`src/rtl/clkdiv_pkg.sv`:
```
package clkdiv_pkg;

  typedef enum logic {
    CNT_DOWN = 1'b0,
    CNT_UP   = 1'b1
  } cnt_mode_e;

endpackage

```
`src/rtl/clkdiv_limit.sv`:
```
module clkdiv_limit #(
  parameter int WIDTH = 8
) (
  input  logic [WIDTH:0] div_i,
  output logic [WIDTH:0] eff_o
);

  localparam logic [WIDTH:0] NMAX = {1'b1, {WIDTH{1'b0}}};
  localparam logic [WIDTH:0] NONE = {{WIDTH{1'b0}}, 1'b1};

  always_comb begin
    if (div_i == '0) begin
      eff_o = NONE;
    end else if (div_i > NMAX) begin
      eff_o = NMAX;
    end else begin
      eff_o = div_i;
    end
  end

endmodule

```
`src/rtl/clkdiv_preset.sv`:
```
module clkdiv_preset
  import clkdiv_pkg::*;
#(
  parameter int        WIDTH = 8,
  parameter cnt_mode_e MODE  = CNT_DOWN
) (
  input  logic [WIDTH:0]   eff_i,
  output logic [WIDTH-1:0] preset_o
);

  logic [WIDTH:0] span;

  // Number of steps between start value and terminal value.
  assign span = eff_i - {{WIDTH{1'b0}}, 1'b1};

  generate
    if (MODE == CNT_UP) begin : g_up
      // Start at MAX - (N-1) so the carry arrives after N cycles.
      assign preset_o = ~span[WIDTH-1:0];
    end else begin : g_down
      assign preset_o = span[WIDTH-1:0];
    end
  endgenerate

endmodule

```
`src/rtl/clkdiv_counter.sv`:
```
module clkdiv_counter
  import clkdiv_pkg::*;
#(
  parameter int        WIDTH = 8,
  parameter cnt_mode_e MODE  = CNT_DOWN
) (
  input  logic             clk,
  input  logic             rst,
  input  logic [WIDTH-1:0] preset_i,
  output logic [WIDTH-1:0] cnt_o,
  output logic             term_o
);

  localparam logic [WIDTH-1:0] STEP = {{(WIDTH-1){1'b0}}, 1'b1};

  logic [WIDTH-1:0] cnt_q;
  logic [WIDTH-1:0] cnt_d;

  generate
    if (MODE == CNT_UP) begin : g_up
      assign term_o = (cnt_q == {WIDTH{1'b1}});
      assign cnt_d  = term_o ? preset_i : (cnt_q + STEP);
    end else begin : g_down
      assign term_o = (cnt_q == '0);
      assign cnt_d  = term_o ? preset_i : (cnt_q - STEP);
    end
  endgenerate

  always_ff @(posedge clk) begin
    if (rst) begin
      cnt_q <= preset_i;
    end else begin
      cnt_q <= cnt_d;
    end
  end

  assign cnt_o = cnt_q;

endmodule

```
`src/rtl/clkdiv_outstage.sv`:
```
module clkdiv_outstage (
  input  logic clk,
  input  logic rst,
  input  logic term_i,
  output logic tick_o,
  output logic sq_o
);

  logic tick_q;
  logic sq_q;

  always_ff @(posedge clk) begin
    if (rst) begin
      tick_q <= 1'b0;
      sq_q   <= 1'b0;
    end else begin
      tick_q <= term_i;
      sq_q   <= sq_q ^ term_i;
    end
  end

  assign tick_o = tick_q;
  assign sq_o   = sq_q;

endmodule

```
`src/rtl/clkdiv_preload.sv`:
```
module clkdiv_preload
  import clkdiv_pkg::*;
#(
  parameter int        WIDTH = 8,
  parameter cnt_mode_e MODE  = CNT_DOWN
) (
  input  logic           clk,
  input  logic           rst,
  input  logic [WIDTH:0] div_i,
  output logic           tick_o,
  output logic           sq_o
);

  logic [WIDTH:0]   eff_w;
  logic [WIDTH-1:0] preset_w;
  logic [WIDTH-1:0] cnt_w;
  logic             term_w;

  clkdiv_limit #(.WIDTH(WIDTH)) u_limit (
    .div_i (div_i),
    .eff_o (eff_w)
  );

  clkdiv_preset #(.WIDTH(WIDTH), .MODE(MODE)) u_preset (
    .eff_i    (eff_w),
    .preset_o (preset_w)
  );

  clkdiv_counter #(.WIDTH(WIDTH), .MODE(MODE)) u_counter (
    .clk      (clk),
    .rst      (rst),
    .preset_i (preset_w),
    .cnt_o    (cnt_w),
    .term_o   (term_w)
  );

  clkdiv_outstage u_out (
    .clk    (clk),
    .rst    (rst),
    .term_i (term_w),
    .tick_o (tick_o),
    .sq_o   (sq_o)
  );

endmodule

```
`config.mk`:
```
export PLATFORM = sky130hd
export DESIGN_NAME = clkdiv_preload
export DESIGN_NICKNAME = d
export VERILOG_FILES = /design/src/rtl/clkdiv_pkg.sv /design/src/rtl/clkdiv_limit.sv /design/src/rtl/clkdiv_preset.sv /design/src/rtl/clkdiv_counter.sv /design/src/rtl/clkdiv_outstage.sv /design/src/rtl/clkdiv_preload.sv
export SDC_FILE = /design/constraint.sdc
export NUM_CORES = 1
export LEC_CHECK = 0
export BUFFER_PORTS_ARGS = -buffer_cell sky130_fd_sc_hd__buf_2
export CORE_UTILIZATION = 52
export DETAILED_ROUTE_END_ITERATION = 8
export HOLD_SLACK_MARGIN = 0.02
export PLACE_DENSITY = 0.85
export SLEW_MARGIN = 20
export SYNTH_ARGS = -nofsm -noshare
export SYNTH_HDL_FRONTEND = slang
export SYNTH_HIERARCHICAL = 1
export SYNTH_SLANG_ARGS = --single-unit
```
`constraint.sdc`:
```
create_clock -name clk -period 4.21 [get_ports clk]
set_input_delay 0.6315 -clock clk [delete_from_list [all_inputs] [get_ports clk]]
set_output_delay 0.6315 -clock clk [all_outputs]
set_load 0.005 [all_outputs]
```
After elaboration in Yosys (flattened, before gate mapping)
Cells that the tools add are included.

Register bits: 10. Bits in latches: 0. RAM bits: 0. Memory bits (read-only): 0. Output and inout port bits: 2. Word-level logic and storage cells: 13. Memories: 0.

$add $sub $neg: 2. Multiply operators: 0. Divide/modulo/power cells: 0. Magnitude comparators: 1. Equality and inequality tests: 0. Shift operators: 0. Muxes and demuxes: 4. Bitwise logic cells: 1. Reduce and logical (&&, ||, !) cells: 2.

Operator list (number): $mux 8 (4); $sub 8x1->8 const B (2); $gt 9x9->1 const B (1); $logic_not 9->1 (1); $logic_not 8->1 (1); $xor 1x1->1 (1).

Longest topological paths before layout
Word-level depth: 6. Depth in mapped cells: 9. Gate-level depth less buffers: 9.

Hierarchy
The synthesis kept the hierarchy.

By module, submodules not included: clkdiv_counter (times used 1, cells an instance 48, area an instance 449.2 µm², seq. area each 160.2 µm²); clkdiv_preset (times used 1, cells an instance 18, area an instance 146.4 µm², seq. area each 0.0 µm²); clkdiv_limit (times used 1, cells an instance 12, area an instance 96.3 µm², seq. area each 0.0 µm²); clkdiv_outstage (times used 1, cells an instance 5, area an instance 58.8 µm², seq. area each 40.0 µm²).

Worst setup path after synthesis
Ideal clock, no wire load.

Kind: input -> register. Start point: input port div_i[5]. End point: register u_counter.cnt_q[4] (netlist: u_counter/cnt_o[4]). Setup time: 0.132 ns. Data arrival time: 2.055 ns. Required time: 4.078 ns. Setup slack: 2.023 ns. Cell stages on the path: 9. Buffers on the path: 0. Path through: or4_1 o22ai_1 inv_1 ha_1 nand2b_4 nor2_1 xor2_1 nor2_1 a21oi_1.

Cells in the longest elaborated chain, start to end: 6.

Ends and longest elaborated chain: from (decl) (RTL line clkdiv_preload.sv:9) `input logic [WIDTH:0] div_i,`; $gt 9x9->1 (RTL line clkdiv_limit.sv:14) `end else if (div_i > NMAX) begin`; $mux 8 (RTL line clkdiv_limit.sv:14); $mux 8 (*) (RTL line clkdiv_limit.sv:12) `if (div_i == '0) begin`; net eff_w[0] (RTL line clkdiv_preload.sv:14) `logic [WIDTH:0] eff_w;`; $sub 8x1->8 (*) (RTL line clkdiv_preset.sv:14) `assign span = eff_i - {{WIDTH{1'b0}}, 1'b1};`; net preset_w[4] (RTL line clkdiv_preload.sv:15) `logic [WIDTH-1:0] preset_w;`; $mux 8 (RTL line clkdiv_counter.sv:25) `assign cnt_d = term_o ? preset_i : (cnt_q - STEP);`; $mux 8 (*) (RTL line clkdiv_counter.sv:30) `if (rst) begin`; to (signal assigned) (RTL line clkdiv_counter.sv:31) `cnt_q <= preset_i;`; to (signal assigned) (RTL line clkdiv_counter.sv:33) `cnt_q <= cnt_d;`; to (decl) (RTL line clkdiv_counter.sv:16) `logic [WIDTH-1:0] cnt_q;`.

The timed path passes the listed nets; every way through them passes the cells marked *. A chain may end at the register's enable or synchronous reset.

Worst setup path in the final report
Same ends and word-level chain as after synthesis.

==> results_dict.tcl <==
set metrics [dict create \
    grt_max_degree 11 \
    regArea_um2 200.2 \
    syn_area_um2 740.7 \
    coreArea_um2 1318 \
    syn-instance-count 82 \
    cts_buffers 3 \
    hold_class "reg -> reg" \
    setup_ws_ns 2.070 \
    drcViolationCount 0 \
    antenna_cells 0 \
    hold_buffers 0 \
    num_rows 13 \
    worstHoldPathCells 2 \
    start_util 0.5622 \
    worst_pin_slew_ns 0.4513 \
    postCtsSetupBuffers 0 \
    finalCritPeriodShare 0.5083 \
    ys_warn_count 6 \
    slew_violations 0 \
    finalSetupViolCount 0 \
    grt_util_all_layers 0.2094 \
    overflow 0 \
    antenna_found_initial 0 \
    routed_via_density 5.540 \
    final_util 0.6496 \
    startpoint_type "primary input" \
    synth_nets 96 \
    leakagePower_nw 0.3976 \
    clkTransAtPathRegs_ns 0.07 \
    rsz0062_at_grt "false" \
    grt_pass1_wl_um 2221 \
    avgSynthCellArea_um2 9.033 \
    place_area_um2 819.5 \
    clockRootBuffer "clkbuf_4" \
    preCtsSetupSlack_ns 1.792 \
    slew-limit-headroom 0.6969 \
    area_growth_pct 15.54 \
    drt_wl_total_um 1326 \
    first_pass_iters 4 \
    multi_input_area_um2 506.7 \
    crit_type "in -> reg" \
    critical_path.cell_chain "buf_2, or4_1, o22ai_1, inv_1, ha_1, nand2b_4, nor2_1, xor2_1, nor2_1, a21oi_1" \
    peakVddDrop_v 0.0001528 \
    fin_area_um2 855.8 \
    cts_resized 0 \
    period_minus_slack_ns 2.140 \
    gp_congestion 0.7306 \
    worstSetupEndpointType "register" \
    fillers 110 \
    p_total_uw 298.9 \
    clk_latency_ns 0.26 \
    die-area_um2 1579 \
    status "complete, no violations" \
    instances_no_fill 113 \
    die-height_um 39.74 \
    hold_slack_ns 0.5051 \
    skew_ns 0.001116 \
    fin_nets 113 \
    cts_sinks 10 \
    fmax_mhz 467.3 \
    drt_first_iter_violations 14 \
    crit_fanout 2 \
    reg2regPathDepth 5 \
    dieWidth_um 39.74 \
    ios 13 \
    hold_viol_final 0 \
    slowest_delay_ns 0.54 \
    cts_tree "done" \
    port_buffers 12 \
    htree_levels 1 \
    route.vias.total 626 \
    cp.required_ns 4.35 \
    grt_pass1_vias 571 \
    wire_per_inst_um 11.73 \
    p_per_area_nw_per_um2 349.2 \
    worstPathArrival_ns 2.28 \
    placed_cells 109 \
    layout_commonest_cell "buf_2" \
    clk_path_buf_depth 2 \
    crit_slowest_cell "or4_1" \
    drive_above_1_share 0.3265 \
    dpl.hpwl_um 1035 \
    setup_total_negative_slack_ns 0 \
    cap_violations 0 \
    path_common_cell "nor2_1" \
    postRouteAntennaNets 0 \
    final_cell_mix "12 x buf_2, 10 x nor2_1, 10 x dfxtp_1, 9 x inv_1, 7 x and2b_2" \
]
## worst max-delay path: cells and delay by family
kind	cells	cell delay [ns]
and+or+nand+nor	4	0.79
buffers and inverters	2	0.19
adders and majority gates	1	0.26
xor gates and xnor gates	1	0.13
AOI/OAI and AO/OA	2	0.28
## metal layers
| metal | track usage | wire length (um) | up-vias |
|---|---|---|---|
| met5 | 0 | 0 | - |
| met4 | 0.1034 | 16 | 0 |
| met3 | 0.01705 | 51 | 2 |
| met2 | 0.4016 | 697 | 17 |
| met1 | 0.2207 | 560 | 292 |
| li1 | - | - | 315 |
## path summary, 6_finish.rpt
check | start | end | slack (ns)
worst min register to register | u_out/sq_o | u_out/sq_o | 0.51
worst max-delay path | div_i[5] | u_counter/cnt_o[4] | 2.07
worst min-delay path | u_out/sq_o | u_out/sq_o | 0.51
worst max register to register | u_counter/cnt_o[0] | u_counter/cnt_o[0] | 2.44
## cell type report
class                      count  area share
inverter                       9     0.03947
clock buffer                   4     0.04240
timing repair buffer          12     0.07018
sequential                    10      0.2339
tap                           15     0.02193
multi-input combinational     63      0.5921
## sequential cells by signal (all words and copies together) (netlist names)
| signal | count |
|---|---|
| u_out/sq_o | 1 |
| u_counter/cnt_o | 8 |
| u_out/tick_o | 1 |
## report_power, final
part | switching [mW] | total, mW | internal [mW]
Combinational | 0.0429 | 0.0829 | 0.0400
Sequential | 0.0197 | 0.129 | 0.109
Clock | 0.0345 | 0.0870 | 0.0524
Total | 0.0971 | 0.299 | 0.202
Note: power is estimated with default switching activity, not from simulation.
